==> src/rtl/gpx_pkg.sv <==
package gpx_pkg;

    localparam int unsigned SEL_W = 2;

    typedef enum logic [SEL_W-1:0] {
        SEL_IN  = 2'd0,
        SEL_OUT = 2'd1,
        SEL_POL = 2'd2,
        SEL_CFG = 2'd3
    } gpx_sel_e;

    typedef struct packed {
        logic     wr;
        logic     rd;
        gpx_sel_e sel;
    } gpx_cmd_t;

    function automatic logic sel_writable(gpx_sel_e s);
        return s != SEL_IN;
    endfunction

    function automatic logic is_capture(gpx_cmd_t c);
        return c.rd && (c.sel == SEL_IN);
    endfunction

endpackage

==> src/rtl/gpx_sync.sv <==
module gpx_sync #(
    parameter int unsigned WIDTH = 8
) (
    input  logic             clk,
    input  logic [WIDTH-1:0] d,
    output logic [WIDTH-1:0] q
);
    for (genvar i = 0; i < WIDTH; i++) begin : g_bit
        logic meta_q;
        logic sync_q;
        always_ff @(posedge clk) begin
            meta_q <= d[i];
            sync_q <= meta_q;
        end
        assign q[i] = sync_q;
    end
endmodule

==> src/rtl/gpx_regs.sv <==
module gpx_regs
    import gpx_pkg::*;
#(
    parameter int unsigned WIDTH = 8
) (
    input  logic             clk,
    input  logic             rst,
    input  gpx_cmd_t         cmd,
    input  logic [WIDTH-1:0] wr_data,
    input  logic [WIDTH-1:0] pin_sync,
    output logic [WIDTH-1:0] out_q,
    output logic [WIDTH-1:0] cfg_q,
    output logic [WIDTH-1:0] cap_q,
    output logic [WIDTH-1:0] rd_data,
    output logic             cap_take
);
    logic [WIDTH-1:0] pol_q;
    logic             prime_q;
    logic [WIDTH-1:0] rd_mux;
    logic             wr_ok;

    assign cap_take = prime_q || is_capture(cmd);
    assign wr_ok    = cmd.wr && sel_writable(cmd.sel);

    always_comb begin
        unique case (cmd.sel)
            SEL_IN:  rd_mux = pin_sync ^ pol_q;
            SEL_OUT: rd_mux = out_q;
            SEL_POL: rd_mux = pol_q;
            default: rd_mux = cfg_q;
        endcase
    end

    always_ff @(posedge clk) begin
        if (rst) begin
            out_q   <= '1;
            pol_q   <= '0;
            cfg_q   <= '1;
            cap_q   <= '0;
            rd_data <= '0;
            prime_q <= 1'b1;
        end else begin
            prime_q <= 1'b0;
            if (cap_take) cap_q <= pin_sync;
            if (cmd.rd) rd_data <= rd_mux;
            if (wr_ok) begin
                unique case (cmd.sel)
                    SEL_OUT: out_q <= wr_data;
                    SEL_POL: pol_q <= wr_data;
                    default: cfg_q <= wr_data;
                endcase
            end
        end
    end

    // a select-0 write leaves every register untouched
    a_r6_in_write_ignored: assert property (@(posedge clk) disable iff (rst)
        (cmd.wr && cmd.sel == SEL_IN && !cmd.rd && !prime_q)
        |=> ($stable(out_q) && $stable(pol_q) && $stable(cfg_q) && $stable(cap_q)));

    // output register takes the written byte
    a_r3_out_write: assert property (@(posedge clk) disable iff (rst)
        (cmd.wr && cmd.sel == SEL_OUT) |=> (out_q == $past(wr_data)));

    // read data holds between reads
    a_r4_rd_hold: assert property (@(posedge clk) disable iff (rst)
        !cmd.rd |=> $stable(rd_data));
endmodule

==> src/rtl/gpx_irq.sv <==
module gpx_irq #(
    parameter int unsigned WIDTH = 8
) (
    input  logic             clk,
    input  logic             rst,
    input  logic [WIDTH-1:0] pin_sync,
    input  logic [WIDTH-1:0] cap_q,
    input  logic [WIDTH-1:0] cfg_q,
    input  logic             cap_take,
    output logic             irq_q
);
    logic [WIDTH-1:0] diff;
    logic             mismatch;

    assign diff     = (pin_sync ^ cap_q) & cfg_q;
    assign mismatch = |diff;

    always_ff @(posedge clk) begin
        if (rst) irq_q <= 1'b0;
        else     irq_q <= mismatch && !cap_take;
    end

    // a capture clears the interrupt at once
    a_r9_read_clears: assert property (@(posedge clk) disable iff (rst)
        cap_take |=> !irq_q);

    // only input-configured pins can raise it
    a_r7_needs_input: assert property (@(posedge clk) disable iff (rst)
        $rose(irq_q) |-> ($past(cfg_q) != '0));
endmodule

==> src/rtl/gpx_port.sv <==
module gpx_port
    import gpx_pkg::*;
#(
    parameter int unsigned WIDTH = 8
) (
    input  logic             clk,
    input  logic             rst,
    input  logic [1:0]       reg_sel,
    input  logic             wr_en,
    input  logic [WIDTH-1:0] wr_data,
    input  logic             rd_en,
    output logic [WIDTH-1:0] rd_data,
    input  logic [WIDTH-1:0] pin_in,
    output logic [WIDTH-1:0] pin_out,
    output logic [WIDTH-1:0] pin_oe,
    output logic             irq_n,
    output logic             irq_oe
);
    gpx_cmd_t         cmd;
    logic [WIDTH-1:0] pin_sync;
    logic [WIDTH-1:0] out_q;
    logic [WIDTH-1:0] cfg_q;
    logic [WIDTH-1:0] cap_q;
    logic             cap_take;
    logic             irq_q;

    assign cmd.wr  = wr_en;
    assign cmd.rd  = rd_en;
    assign cmd.sel = gpx_sel_e'(reg_sel);

    gpx_sync #(.WIDTH(WIDTH)) u_sync (
        .clk (clk),
        .d   (pin_in),
        .q   (pin_sync)
    );

    gpx_regs #(.WIDTH(WIDTH)) u_regs (
        .clk      (clk),
        .rst      (rst),
        .cmd      (cmd),
        .wr_data  (wr_data),
        .pin_sync (pin_sync),
        .out_q    (out_q),
        .cfg_q    (cfg_q),
        .cap_q    (cap_q),
        .rd_data  (rd_data),
        .cap_take (cap_take)
    );

    gpx_irq #(.WIDTH(WIDTH)) u_irq (
        .clk      (clk),
        .rst      (rst),
        .pin_sync (pin_sync),
        .cap_q    (cap_q),
        .cfg_q    (cfg_q),
        .cap_take (cap_take),
        .irq_q    (irq_q)
    );

    assign pin_out = out_q;
    assign pin_oe  = ~cfg_q;
    assign irq_n   = ~irq_q;
    assign irq_oe  = irq_q;

    // a configuration write reaches the pin enables next cycle
    a_r2_cfg_to_oe: assert property (@(posedge clk) disable iff (rst)
        (wr_en && reg_sel == 2'd3) |=> (pin_oe == ~$past(wr_data)));

    // reset leaves every pin undriven
    a_r1_reset_inputs: assert property (@(posedge clk)
        $past(rst) |-> (pin_oe == '0 && pin_out == '1));
endmodule

==> config.mk <==
export PLATFORM = sky130hd
export DESIGN_NAME = gpx_port
export DESIGN_NICKNAME = d
export VERILOG_FILES = /design/src/rtl/gpx_pkg.sv /design/src/rtl/gpx_sync.sv /design/src/rtl/gpx_regs.sv /design/src/rtl/gpx_irq.sv /design/src/rtl/gpx_port.sv
export SDC_FILE = /design/constraint.sdc
export NUM_CORES = 1
export LEC_CHECK = 0
export ABC_AREA = 0
export CORE_MARGIN = 5
export CORE_UTILIZATION = 50
export CTS_BUF_LIST = sky130_fd_sc_hd__clkbuf_4 sky130_fd_sc_hd__clkbuf_8
export DETAILED_ROUTE_END_ITERATION = 6
export GPL_TIMING_DRIVEN = 0
export PLACE_DENSITY = 0.78
export SYNTH_ARGS = -nofsm -noshare
export SYNTH_HDL_FRONTEND = slang
export SYNTH_HIERARCHICAL = 1
export SYNTH_SLANG_ARGS = --single-unit
==> constraint.sdc <==
create_clock -name clk -period 4.1 [get_ports clk]
set_clock_uncertainty 0.15 [all_clocks]
set_input_delay 0.615 -clock clk [delete_from_list [all_inputs] [get_ports clk]]
set_output_delay 0.615 -clock clk [all_outputs]
set_load 0.05 [all_outputs]
==> metrics, run 1 <==
CTS root buffer=clkbuf_8; area of the die=0.00629 mm2; setup bufs post-CTS=0; fillers=403; outcome=finished clean; grt met2 use=30.3%; ANT cells=0; CP Launch Type=input port; PortBufs=46; Max-Cap Viols=0; most frequent cells in the layout=dfxtp_1, clkdlybuf4s50_1, nand2_1; DR WL/cell=15.5 um; GRT Util Overall=19.5%; area post-placement=0.00293 mm2; Worst setup EP type=register; setup tns final=0 ns; CP required=4.19 ns; leakage power=0.00143 uW; Mapped Nets=278; first drt pass iteration count=4; H-tree depth=3; CTS tree=yes; CTS resizes=0; commonest non-fill, non-tap cell in the layout=dfxtp_1; initial antenna violation count=0; Core Rows=25; fin. max-slew vios=0; largest family of logic cells by synthesized area=simple AND/OR/NAND/NOR gates; I/O Pins=48; Setup WS pre-CTS=1.30 ns; largest net degree at the start of global routing=11; DRT iter0 DRCs=211; Worst EP arrival=2.57 ns; Die Ht=79.3 um; fmax=405 MHz; Synth Instances=252; count of final setup violators=0; area grow syn2layout=30.0%; Synth Area in Compound Gates=16.2%; CP endpoint=u_irq/irq_q; Synth Area in XOR/XNOR=5.84%; Worst Max-Slew Pin Slew=0.524 ns; post-route clock period utilization=60.3%; hpwl dp=4010 um; r2r endpoint=u_irq/irq_q; met3 usage=6.35%; # hold bufs at CTS=0; Final GP Congestion=0.827; final cell count without fillers=367; adder-cell share of the synthesized area=2.09%; Worst Path Max Fanout=9; CTS sink cnt=58; final wirelength=5700 um; area of the multi-input gates=0.00106 mm2; met1 Usage GRT=25.2%; post-route ant nets=0; Starting Density=51.1%; minimum clock period=2.47 ns; flop2flop setup slack=2.56 ns; Power Density=438 mW/mm2; synth unique cells=27; final setup margin=1.63 ns; Peak VDD IR=0.278 mV; Num CTS Buffers=9; Reg area=0.00116 mm2; origin of the critical flop-to-flop path=u_regs/prime_q; CP Class=input port to register; die extent in x=79.3 um; Final Hold Vio Count=0; Util after Layout=66.5%; Synth warnings=6; vias per std cell=5.36; busiest grt layer=met2; DR vias=1967; Placed Instances=352; mean area per synthesized cell=9.52 um2; mux contribution to synthesized area=3.34%; core area=0.00469 mm2; clock-pin slew on the worst setup and hold paths=0.06 ns; post-route cell area=0.00312 mm2; clk buf depth=2; Seq cells post-synth=58; worst reg-to-reg path cell count=4; sequential-to-total area share from yosys stat=48.4%; grt ovf=0; vias in the first global route=1925; post-route DRC violation count=0; first-pass GRT wire length=9250 um; simple logic cell fraction of the synthesized area=16.6%; CP startpoint=reg_sel[0]; Nets=335; relative max-transition margin=64.9%; layout cells sized above 1=10.9%; RSZ-0062 raised after global routing=false; Worst-Skew Late Latency=0.33 ns; synthesized area=0.00240 mm2; HP Class=register to register
power by group:
group          leakage (uW)  internal [uW]  total, uW  switching (uW)
Sequential         0.000480            596        619            22.7
Combinational      0.000852           99.3        237             138
Clock             0.0000941            291        510             219
worst min path at each step:
stage / start / end / slack (ns) / depth (start not counted)
3_3_place_gp: u_sync/g_bit[2].meta_q / u_sync/g_bit[2].sync_q / 0.16 / 0
5_1_grt: u_sync/g_bit[7].meta_q / u_sync/g_bit[7].sync_q / 0.18 / 0
4_1_cts: u_sync/g_bit[7].meta_q / u_sync/g_bit[7].sync_q / 0.18 / 0
2_1_floorplan: u_sync/g_bit[0].meta_q / u_sync/g_bit[0].sync_q / 0.16 / 0
3_5_place_dp: u_sync/g_bit[7].meta_q / u_sync/g_bit[7].sync_q / 0.16 / 0
6_report: u_sync/g_bit[1].meta_q / u_sync/g_bit[1].sync_q / 0.18 / 0
state kept, by name (all words and copies together), names as in the netlist:
register	cells
u_irq/irq_q	1
u_regs/cap_q	8
u_regs/cfg_q	8
u_regs/out_q	8
u_regs/pol_q	8
u_regs/prime_q	1
u_regs/rd_data	8
u_sync/g_bit.meta_q	8
u_sync/g_bit.sync_q	8
final cells by class:
| type | count | area share (%) |
|---|---|---|
| repair buffers | 46 | 14.8 |
| plain buffers | 22 | 4.25 |
| inverters | 13 | 1.56 |
| flip-flops and latches | 58 | 37.2 |
| clock inverters | 5 | 1.76 |
| multi-input cells | 159 | 33.9 |
| clock buffers | 10 | 4.41 |
| well taps | 54 | 2.17 |
worst max-delay path: stages:
cell             delay (ns)
clkdlybuf4s50_1        0.52
inv_1                  0.08
ha_1                   0.28
a21oi_2                0.40
inv_2                  0.16
or2_2                  0.32
a41oi_1                0.19
layer usage:
| metal | share of wire (%) | wire length [um] |
|---|---|---|
| met1 | 46 | 2620 |
| met2 | 47 | 2690 |
| met3 | 5.5 | 316 |
| met4 | 1.3 | 76 |
| met5 | 0 | 0 |
logic make-up (layout without fill, tap and decap cells):
family / count (synthesis) / in the layout
simple gates: 77 / 77
compound gates: 54 / 54
xor+xnor: 16 / 16
flops: 58 / 58
buf+inv: 35 / 96
fa+ha+maj: 4 / 4
mux: 8 / 8
Yosys cell counts:
library cell	number	area, um2
a211o_1	8	70.1
a211oi_1	8	60.1
a21o_1	8	60.1
a21oi_1	8	40.0
a21oi_2	1	8.76
a221oi_1	8	70.1
a22oi_1	4	30.0
a41oi_1	1	8.76
and3b_1	1	8.76
buf_1	1	3.75
buf_2	4	20.0
buf_4	10	75.1
buf_6	1	11.3
clkbuf_1	6	22.5
dfxtp_1	58	1160
ha_1	4	50.1
inv_1	12	45.0
inv_2	1	3.75
mux2i_1	8	80.1
nand2_1	40	150
nand3b_1	18	135
nor2_1	8	30.0
nor2b_1	8	50.1
nor3b_4	1	18.8
o21ai_0	8	40.0
or2_2	1	6.26
xor2_1	16	140
stage by stage:
stage                     total power, uW  hold slack (ns)
after CTS                            1380            0.177
after global placement                862            0.160
after floorplan                       782            0.160
after global routing                 1430            0.181
final                                1370            0.175
after detailed placement              867            0.162
Note: power is estimated with default switching activity, not from simulation.
==> run 2: changes to the inputs <==
- clock period: 4.1 -> 2.3 ns (I/O delays scaled with it)
==> results of run 2 <==
The final DEF is identical to that of run 1. Status: finished clean.
Among the figures that moved: setup slack after placement 1.30 ns -> -0.234 ns; setup slack after layout 1.63 ns -> 0.0980 ns; register-to-register setup slack 2.56 ns -> 0.76 ns; total power 1370 uW -> 2440 uW; worst IR drop on VDD 0.278 mV -> 0.495 mV
